### config.mk
export PLATFORM = sky130hd
export DESIGN_NAME = tree_updown_router
export DESIGN_NICKNAME = d
export VERILOG_FILES = /design/src/rtl/tree_route_pkg.sv /design/src/rtl/tree_turn_finder.sv /design/src/rtl/tree_hop_sequencer.sv /design/src/rtl/tree_updown_router.sv
export SDC_FILE = /design/constraint.sdc
export NUM_CORES = 1
export LEC_CHECK = 0
export CAP_MARGIN = 40
export CORE_MARGIN = 8
export CORE_UTILIZATION = 55
export CTS_CLUSTER_DIAMETER = 100
export DETAILED_ROUTE_END_ITERATION = 6
export PLACE_DENSITY = 0.92
export SKIP_CTS_REPAIR_TIMING = 1
export SYNTH_ARGS = -nofsm -noshare
export SYNTH_HDL_FRONTEND = slang
export SYNTH_HIERARCHICAL = 1
export SYNTH_SLANG_ARGS = --single-unit
### constraint.sdc
create_clock -name clk -period 6.6 [get_ports clk]
set_input_delay 1.32 -clock clk [delete_from_list [all_inputs] [get_ports clk]]
set_output_delay 1.32 -clock clk [all_outputs]
set_load 0.005 [all_outputs]
### src/rtl/tree_route_pkg.sv
package tree_route_pkg;

  typedef enum logic [1:0] {
    SEQ_IDLE,
    SEQ_CLIMB,
    SEQ_DESCEND,
    SEQ_FINISH
  } seq_state_e;

  // Position of the highest set bit plus one, scanning the low n bits; 0 if none.
  function automatic int unsigned top_set_bit_plus1(input logic [31:0] v,
                                                    input int unsigned n);
    int unsigned r;
    r = 0;
    for (int unsigned k = 0; k < 32; k++) begin
      if (k < n && v[k]) r = k + 1;
    end
    return r;
  endfunction

endpackage

### src/rtl/tree_turn_finder.sv
module tree_turn_finder
  import tree_route_pkg::*;
#(
  parameter int LEVELS = 4,
  parameter int CW     = $clog2(LEVELS + 1)
) (
  input  logic [LEVELS-1:0] src,
  input  logic [LEVELS-1:0] dst,
  output logic [CW-1:0]     climb,
  output logic [LEVELS-1:0] down_bits,
  output logic              is_local
);

  logic [LEVELS-1:0] diff;
  logic [LEVELS-1:0] keep_mask;

  assign diff     = src ^ dst;
  assign climb    = CW'(top_set_bit_plus1(32'(diff), LEVELS));
  assign is_local = (diff == '0);

  for (genvar g = 0; g < LEVELS; g++) begin : g_mask
    assign keep_mask[g] = (CW'(g) < climb);
  end

  assign down_bits = dst & keep_mask;

endmodule

### src/rtl/tree_hop_sequencer.sv
module tree_hop_sequencer
  import tree_route_pkg::*;
#(
  parameter int LEVELS = 4,
  parameter int CW     = $clog2(LEVELS + 1)
) (
  input  logic              clk,
  input  logic              rst_n,
  input  logic              start,
  input  logic [CW-1:0]     climb_in,
  input  logic [LEVELS-1:0] dst_in,
  output logic              hop_valid,
  output logic              hop_is_down,
  output logic              hop_child,
  output logic              path_done,
  output logic              idle
);

  seq_state_e        state;
  logic [CW-1:0]     step;
  logic [CW-1:0]     climb_q;
  logic [LEVELS-1:0] dst_q;
  logic              last_step;
  logic [LEVELS-1:0] dst_shifted;

  assign last_step = (step == climb_q - CW'(1));

  always_ff @(posedge clk) begin
    if (!rst_n) begin
      state   <= SEQ_IDLE;
      step    <= '0;
      climb_q <= '0;
      dst_q   <= '0;
    end else begin
      unique case (state)
        SEQ_IDLE: begin
          if (start) begin
            climb_q <= climb_in;
            dst_q   <= dst_in;
            step    <= '0;
            state   <= (climb_in == '0) ? SEQ_FINISH : SEQ_CLIMB;
          end
        end
        SEQ_CLIMB: begin
          if (last_step) begin
            step  <= '0;
            state <= SEQ_DESCEND;
          end else begin
            step <= step + CW'(1);
          end
        end
        SEQ_DESCEND: begin
          if (last_step) begin
            step  <= '0;
            state <= SEQ_FINISH;
          end else begin
            step <= step + CW'(1);
          end
        end
        default: state <= SEQ_IDLE;
      endcase
    end
  end

  assign dst_shifted = dst_q >> (climb_q - CW'(1) - step);
  assign hop_valid   = (state == SEQ_CLIMB) || (state == SEQ_DESCEND);
  assign hop_is_down = (state == SEQ_DESCEND);
  assign hop_child   = hop_is_down & dst_shifted[0];
  assign path_done   = (state == SEQ_FINISH);
  assign idle        = (state == SEQ_IDLE);

  AST_STEP_IN_RANGE: assert property (@(posedge clk) disable iff (!rst_n)
    hop_valid |-> (step < climb_q));
  AST_DONE_SINGLE: assert property (@(posedge clk) disable iff (!rst_n)
    path_done |=> !path_done);
  AST_DOWN_FOLLOWS_HOP: assert property (@(posedge clk) disable iff (!rst_n)
    (hop_valid && hop_is_down) |-> $past(hop_valid));
  AST_NO_UP_AFTER_DOWN: assert property (@(posedge clk) disable iff (!rst_n)
    (hop_valid && !hop_is_down) |-> !$past(hop_valid && hop_is_down));
  AST_DONE_NO_HOP: assert property (@(posedge clk) disable iff (!rst_n)
    path_done |-> !hop_valid);

endmodule

### src/rtl/tree_updown_router.sv
module tree_updown_router
  import tree_route_pkg::*;
#(
  parameter int LEVELS = 4,
  localparam int CW    = $clog2(LEVELS + 1)
) (
  input  logic              clk,
  input  logic              rst_n,
  input  logic              req_valid,
  input  logic [LEVELS-1:0] src_leaf,
  input  logic [LEVELS-1:0] dst_leaf,
  output logic              res_valid,
  output logic [CW-1:0]     climb_count,
  output logic [LEVELS-1:0] down_path,
  output logic              local_hit,
  output logic              hop_valid,
  output logic              hop_is_down,
  output logic              hop_child,
  output logic              path_done
);

  logic [CW-1:0]     tf_climb;
  logic [LEVELS-1:0] tf_down;
  logic              tf_local;
  logic              seq_idle;
  logic              accept;

  assign accept = req_valid && seq_idle;

  tree_turn_finder #(.LEVELS(LEVELS), .CW(CW)) turn_i (
    .src       (src_leaf),
    .dst       (dst_leaf),
    .climb     (tf_climb),
    .down_bits (tf_down),
    .is_local  (tf_local)
  );

  always_ff @(posedge clk) begin
    if (!rst_n) begin
      res_valid   <= 1'b0;
      climb_count <= '0;
      down_path   <= '0;
      local_hit   <= 1'b0;
    end else begin
      res_valid <= accept;
      if (accept) begin
        climb_count <= tf_climb;
        down_path   <= tf_down;
        local_hit   <= tf_local;
      end
    end
  end

  tree_hop_sequencer #(.LEVELS(LEVELS), .CW(CW)) seq_i (
    .clk         (clk),
    .rst_n       (rst_n),
    .start       (accept),
    .climb_in    (tf_climb),
    .dst_in      (dst_leaf),
    .hop_valid   (hop_valid),
    .hop_is_down (hop_is_down),
    .hop_child   (hop_child),
    .path_done   (path_done),
    .idle        (seq_idle)
  );

  AST_RES_SINGLE: assert property (@(posedge clk) disable iff (!rst_n)
    res_valid |=> !res_valid);
  AST_CLIMB_LIMIT: assert property (@(posedge clk) disable iff (!rst_n)
    res_valid |-> (climb_count <= CW'(LEVELS)));
  AST_DOWN_BITS_BOUNDED: assert property (@(posedge clk) disable iff (!rst_n)
    res_valid |-> ((down_path >> climb_count) == '0));
  AST_LOCAL_NO_CLIMB: assert property (@(posedge clk) disable iff (!rst_n)
    (res_valid && local_hit) |-> (climb_count == '0 && down_path == '0));
  AST_FIRST_HOP_UP: assert property (@(posedge clk) disable iff (!rst_n)
    (res_valid && !local_hit) |-> (hop_valid && !hop_is_down));
  AST_LOCAL_DONE_NOW: assert property (@(posedge clk) disable iff (!rst_n)
    (res_valid && local_hit) |-> path_done);
  AST_BUSY_IGNORES: assert property (@(posedge clk) disable iff (!rst_n)
    (req_valid && !seq_idle) |=> !res_valid);

endmodule

==> results of run 1 <==
placed cells by master, fill, tap and decap left out:
master	instances
nand3_2	1
nor2b_1	2
clkbuf_4	3
clkinvlp_4	1
mux4_2	1
o21ai_2	8
nand4_1	10
dfxtp_1	21
a211o_1	1
inv_1	10
and3_1	1
o21bai_1	1
a2111oi_2	1
nor4b_1	1
a21oi_1	12
and2_4	1
or2_2	2
o21a_1	1
and3_2	1
o211a_1	1
a21boi_1	1
nand3_4	1
xnor3_2	1
ha_1	9
xor2_1	2
nand4b_1	2
fa_1	1
a31oi_1	1
clkdlybuf4s50_1	23
nand2_1	21
nand3_1	7
xnor2_2	2
nor2_1	3
and2_1	1
layer usage:
layer	vias up	global-route usage	wire [um]
met2	27	0.264	1490
met5	-	0	0
met4	0	0.0529	56
li1	513	-	-
met1	500	0.149	1180
met3	7	0.0371	107
power by group:
| part | total, mW | switching, mW | internal, mW |
|---|---|---|---|
| logic | 0.231 | 0.131 | 0.101 |
| clock network | 0.0649 | 0.0419 | 0.0231 |
| registers | 0.166 | 0.0162 | 0.150 |
| total | 0.462 | 0.189 | 0.274 |
tightest hold or removal path, stage by stage, from the launching register on:
cell and delay, ns:
dfxtp_1 0.33, nand2_1 0.07, o21ai_2 0.05
state kept, by name (all words and copies together), names as in the netlist:
signal,cells
climb_count,3
down_path,4
local_hit,1
res_valid,1
seq_i/climb_q,3
seq_i/dst_q,4
seq_i/state,2
seq_i/step,3
logic make-up after synthesis:
group / after synthesis
multiplexers: 1
XOR/XNOR: 5
flip-flops: 21
buffers and inverters: 18
adder cells (fa/ha/maj): 10
AO/OA/AOI/OAI: 27
AND/OR/NAND/NOR: 54
area by class of cell:
type                            instances  area (um2)  share of cell area
Clock buffer                            3        22.5              0.0153
Clock inverter                          1        7.51             0.00511
Inverter                               10        37.5              0.0255
Multi-Input combinational cell         97         717               0.488
Sequential cell                        21         420               0.286
Tap cell                               28        35.0              0.0238
Timing Repair Buffer                   23         230               0.157
worst max-delay path by stage:
stage / cells after the start / slack (ns) / endpoint
final: 6 / 2.57 / hop_child
after global routing: 6 / 2.46 / hop_child
after CTS: 6 / 2.56 / hop_child
after detailed placement: 6 / 2.91 / hop_child
after global placement: 6 / 2.98 / hop_child
after floorplan: 5 / 3.42 / hop_child
stage by stage:
step	area (um2)	setup WS (ns)	hold WS, ns	cells
final	1470	2.57	0.468	183
after detailed placement	1440	2.91	0.451	179
after floorplan	1240	3.42	0.433	136
after global placement	1440	2.98	0.446	179
after global routing	1470	2.46	0.496	183
after CTS	1470	2.56	0.468	183
==> flow_summary.yaml, run 1 <==
floorplan:
  core_area_um2: 2170
  die_w_um: 63.4
  rows: 17
  die_h_um: 63.4
  initial_utilization: 0.570
  boundaryPins: 24
  dieArea_um2: 4020
critical_path:
  crit_fanout: 3
  r2r-start: "seq_i/state[0]$_SDFFE_PN0P_"
  cpPeakStageDelay_ns: 0.54
  rrSetupSlack_ns: 4.11
  reg2regPathDepth: 7
  path_cells: "inv_1 -> ha_1 -> fa_1 -> mux4_2 -> and3_1 -> clkdlybuf4s50_1"
  path_buf_inv: 2
  start_kind: "flop"
  critPathRequiredTime_ns: 5.28
  critPathCaptureType: "primary output"
  crit_path_start: "seq_i/climb_q[0]$_SDFFE_PN0P_"
  cpLargestDelayFamily: "adder cells"
  r2r_end: "seq_i/state[1]$_SDFFE_PN0P_"
  cp_slowest_cell: "fa_1"
  crit_type: "flop to primary output"
  cp.arrival_ns: 2.71
sta:
  period_minus_slack_ns: 4.03
  setup_tns_ns: 0
  fin_skew_ns: 0.00987
  drv_slew: 0
  relSlewSlack: 0.546
  timing.fmax_ghz: 0.248
  rsz0062_at_grt: "false"
  hold_viol_final: 0
  setup_viol: 0
  fin_crit_sh: 0.611
  worst_slew_pin_slew_ns: 0.681
logic_synthesis:
  ys_types: 35
  postSynthCellCount: 136
  yosys-top-cells-count: "dfxtp_1 (21), nand2_1 (21), a21oi_1 (12)"
  synth_xor_area_frac: 0.0597
  ys_ff_latch: 21
  synth_warnings: 6
  synth_fa_ha_area_frac: 0.107
  async_reset_ff_frac: 0
  synth-seq-area-share: 0.340
  synth_largest_type_area_fraction: 0.340
  synthMuxAreaShare: 0.0182
  synth-simple-area-share: 0.239
  synth_area_leaders: "dfxtp_1 (34%), ha_1 (9.1%), nand2_1 (6.4%)"
  syn_nets: 157
  syn_area_per_cell_um2: 9.09
  synth_compound_area_frac: 0.156
  syn_area_um2: 1240
  synth-edff-count: 0
  yosys.area.top_type: "dfxtp_1"
  synth_flop_cell: "dfxtp_1"
  synth_top_family_by_area: "simple AND/OR/NAND/NOR gates"
final_layout:
  layout-drive-gt1-share: 0.148
  area_growth_pct: 18.9
  fillers: 193
  antennaDiodeCount: 0
  final_util: 0.678
  fin_nets: 177
place:
  place.detailed.hpwl_mm: 2.13
  place.gp.congestion: 0.805
  port-buffer-count: 23
global_route:
  first_global_vias: 1088
  gr-usage-all-layers: 0.142
  grt_pass1_wl_mm: 4.75
  antenna_found_initial: 0
  grt_max_degree: 22
  grt-ovfl-total: 0
cts:
  numClockSinks: 21
  cts.path.max_buffers: 2
  cts_tree: "yes"
  cts.clk_slew.worst_paths_ns: 0.13
  h-tree-depth: 1
  cts_made_buffers: 3
  clk_latency_ns: 0.31
  cts_root_buf: "clkbuf_4"
power_and_ir_drop:
  pwr_density_cell_nw_per_um2: 315
  power_mw: 0.462
  ir_drop_uv: 213
  p_leak_nw: 0.575
detailed_routing:
  via_per_inst: 5.72
  drc: 0
  antenna_left: 0
  wire_per_inst_um: 15.5
  drt_iter0_markers: 21
  vias: 1047
  dr.pass1.iters: 4
  wl_mm: 2.83
hold_path:
  min_path_type: "flop to flop"
  hold_start: "down_path[2]$_SDFFE_PN0P_"
  min_path_cells: 2
  hold_path_end: "down_path[2]$_SDFFE_PN0P_"
run_status:
  status: "complete, no violations"
run:
  cap_violations: 0
No activity file was read; power rests on OpenSTA's default activity.
==> inputs of run 2 (changes only) <==
Settings changed: CORE_UTILIZATION 55 to 51, PLACE_DENSITY 0.92 to 0.87.
Clock period 6.6 ns to 4 ns, I/O delays scaled along.
==> flow_summary.yaml, run 2 (same netlist as run 1, synthesis figures left out) <==
detailed_routing:
  wl_mm: 2.66
  drc: 0
  antenna_left: 0
  wire_per_inst_um: 14.4
  dr.pass1.iters: 4
  drt_iter0_markers: 28
  vias: 1028
  via_per_inst: 5.56
sta:
  setup_tns_ns: 0
  fin_crit_sh: 0.870
  drv_slew: 0
  holdWs_ns: 0.468
  setup_viol: 0
  hold_viol_final: 0
  period_minus_slack_ns: 3.48
  timing.fmax_ghz: 0.287
  fin_skew_ns: 0.00510
  rsz0062_at_grt: "false"
  relSlewSlack: 0.545
  worst_slew_pin_slew_ns: 0.682
cts:
  cts_tree: "yes"
  h-tree-depth: 1
  clk_latency_ns: 0.30
  cts.clk_slew.worst_paths_ns: 0.12
  cts_root_buf: "clkbuf_4"
  cts.path.max_buffers: 2
  numClockSinks: 21
  cts_made_buffers: 3
critical_path:
  critPathCaptureType: "primary output"
  cpLargestDelayFamily: "adder cells"
  path_cells: "inv_1 -> ha_1 -> fa_1 -> mux4_2 -> and3_1 -> clkdlybuf4s50_1"
  rrSetupSlack_ns: 1.56
  cp_slowest_cell: "fa_1"
  cp.arrival_ns: 2.68
  crit_fanout: 3
  path_buf_inv: 2
  cpPeakStageDelay_ns: 0.53
  endpoint: "hop_child"
  worst-path-stages: 6
  critPathRequiredTime_ns: 3.20
  crit_type: "flop to primary output"
  crit_path_start: "seq_i/climb_q[0]$_SDFFE_PN0P_"
  start_kind: "flop"
  r2r_end: "seq_i/state[1]$_SDFFE_PN0P_"
  reg2regPathDepth: 7
  r2r-start: "seq_i/state[0]$_SDFFE_PN0P_"
power_and_ir_drop:
  p_seq_frac: 0.366
  pwr-share-clk: 0.136
  power.internal_mw: 0.451
  pwr_density_cell_nw_per_um2: 510
  p_leak_nw: 0.576
  switching_share: 0.398
  comb_power_share: 0.498
  ir_drop_uv: 350
  p_switching_mw: 0.298
final_layout:
  most-common-layout-cells: "clkdlybuf4s50_1 (23), nand2_1 (21), dfxtp_1 (21)"
  area_growth_pct: 18.8
  layout-drive-gt1-share: 0.142
  top_regs: "down_path x4, seq_i/dst_q x4"
  fin_nets: 177
  antennaDiodeCount: 0
  fillers: 219
  mostFrequentLayoutCell: "clkdlybuf4s50_1"
  stdcell_count: 185
global_route:
  first_global_vias: 1026
  grt_max_degree: 22
  grt_pass1_wl_mm: 4.49
  gr-usage-all-layers: 0.129
  antenna_found_initial: 0
  grt-ovfl-total: 0
floorplan:
  die_h_um: 65.2
  initial_utilization: 0.518
  die_w_um: 65.2
  boundaryPins: 24
  dieArea_um2: 4260
  rows: 18
  core_area_um2: 2390
place:
  place_inst: 181
  place.detailed.hpwl_mm: 1.98
  place.gp.congestion: 0.801
  port-buffer-count: 23
hold_path:
  min_path_type: "flop to flop"
run:
  cap_violations: 0
run_status:
  status: "complete, no violations"
run 2: cell count changes in the layout (fill, tap and decap cells not counted):
cell and delta:
clkbuf_1 +1, clkinvlp_4 -1
run 2: how the worst min path moves through the flow:
| stage | slack (ns) | cells past startpoint | start | end |
|---|---|---|---|---|
| after global placement | 0.45 | 2 | seq_i/climb_q[2]$_SDFFE_PN0P_ | seq_i/climb_q[2]$_SDFFE_PN0P_ |
| after floorplan | 0.43 | 2 | seq_i/dst_q[2]$_SDFFE_PN0P_ | seq_i/dst_q[2]$_SDFFE_PN0P_ |
| after global routing | 0.48 | 2 | seq_i/dst_q[0]$_SDFFE_PN0P_ | seq_i/dst_q[0]$_SDFFE_PN0P_ |
| after detailed placement | 0.45 | 2 | seq_i/dst_q[0]$_SDFFE_PN0P_ | seq_i/dst_q[0]$_SDFFE_PN0P_ |
| after CTS | 0.47 | 2 | seq_i/dst_q[0]$_SDFFE_PN0P_ | seq_i/dst_q[0]$_SDFFE_PN0P_ |
| final | 0.47 | 2 | down_path[2]$_SDFFE_PN0P_ | down_path[2]$_SDFFE_PN0P_ |
run 2: final cells by class:
type                    count  area [um2]  area share
clock buffers               4        26.3      0.0179
inverters                  10        37.5      0.0256
multi-input cells          97         717       0.488
flip-flops and latches     21         420       0.286
well taps                  30        37.5      0.0256
repair buffers             23         230       0.157
run 2: power groups by stage:
stage / Clock [mW] / Sequential, mW / Combinational (mW)
final: 0.102 / 0.274 / 0.373
after global routing: 0.113 / 0.279 / 0.412
after CTS: 0.107 / 0.274 / 0.373
after detailed placement: 0 / 0.278 / 0.371
after global placement: 0 / 0.275 / 0.356
after floorplan: 0 / 0.273 / 0.289
run 2: worst reg2reg max path, cell delays in order (launching register included):
cell and delay (ns):
dfxtp_1 0.36, inv_1 0.10, ha_1 0.60, and2_4 0.42
nor2b_1 0.13, or2_2 0.34, a2111oi_2 0.28, o21bai_1 0.14
run 2: per-layer routing:
| layer | wire, um | share of wire | vias to the layer above | global-route usage |
|---|---|---|---|---|
| met5 | 0 | 0 | - | 0 |
| met4 | 19 | 0.0072 | 0 | 0.0245 |
| met3 | 175 | 0.066 | 4 | 0.0612 |
| met2 | 1380 | 0.52 | 21 | 0.228 |
| met1 | 1080 | 0.41 | 491 | 0.137 |
| li1 | - | - | 512 | - |
run 2: metrics by stage:
| step | power [mW] | utilization | worst slack, ns | instance area (um2) |
|---|---|---|---|---|
| final | 0.749 | 0.615 | 0.518 | 1470 |
| after global routing | 0.804 | 0.615 | 0.399 | 1470 |
| after CTS | 0.753 | 0.615 | 0.509 | 1470 |
| after detailed placement | 0.649 | 0.604 | 0.864 | 1440 |
| after global placement | 0.631 | 0.604 | 0.898 | 1440 |
| after floorplan | 0.562 | - | 1.34 | 1240 |
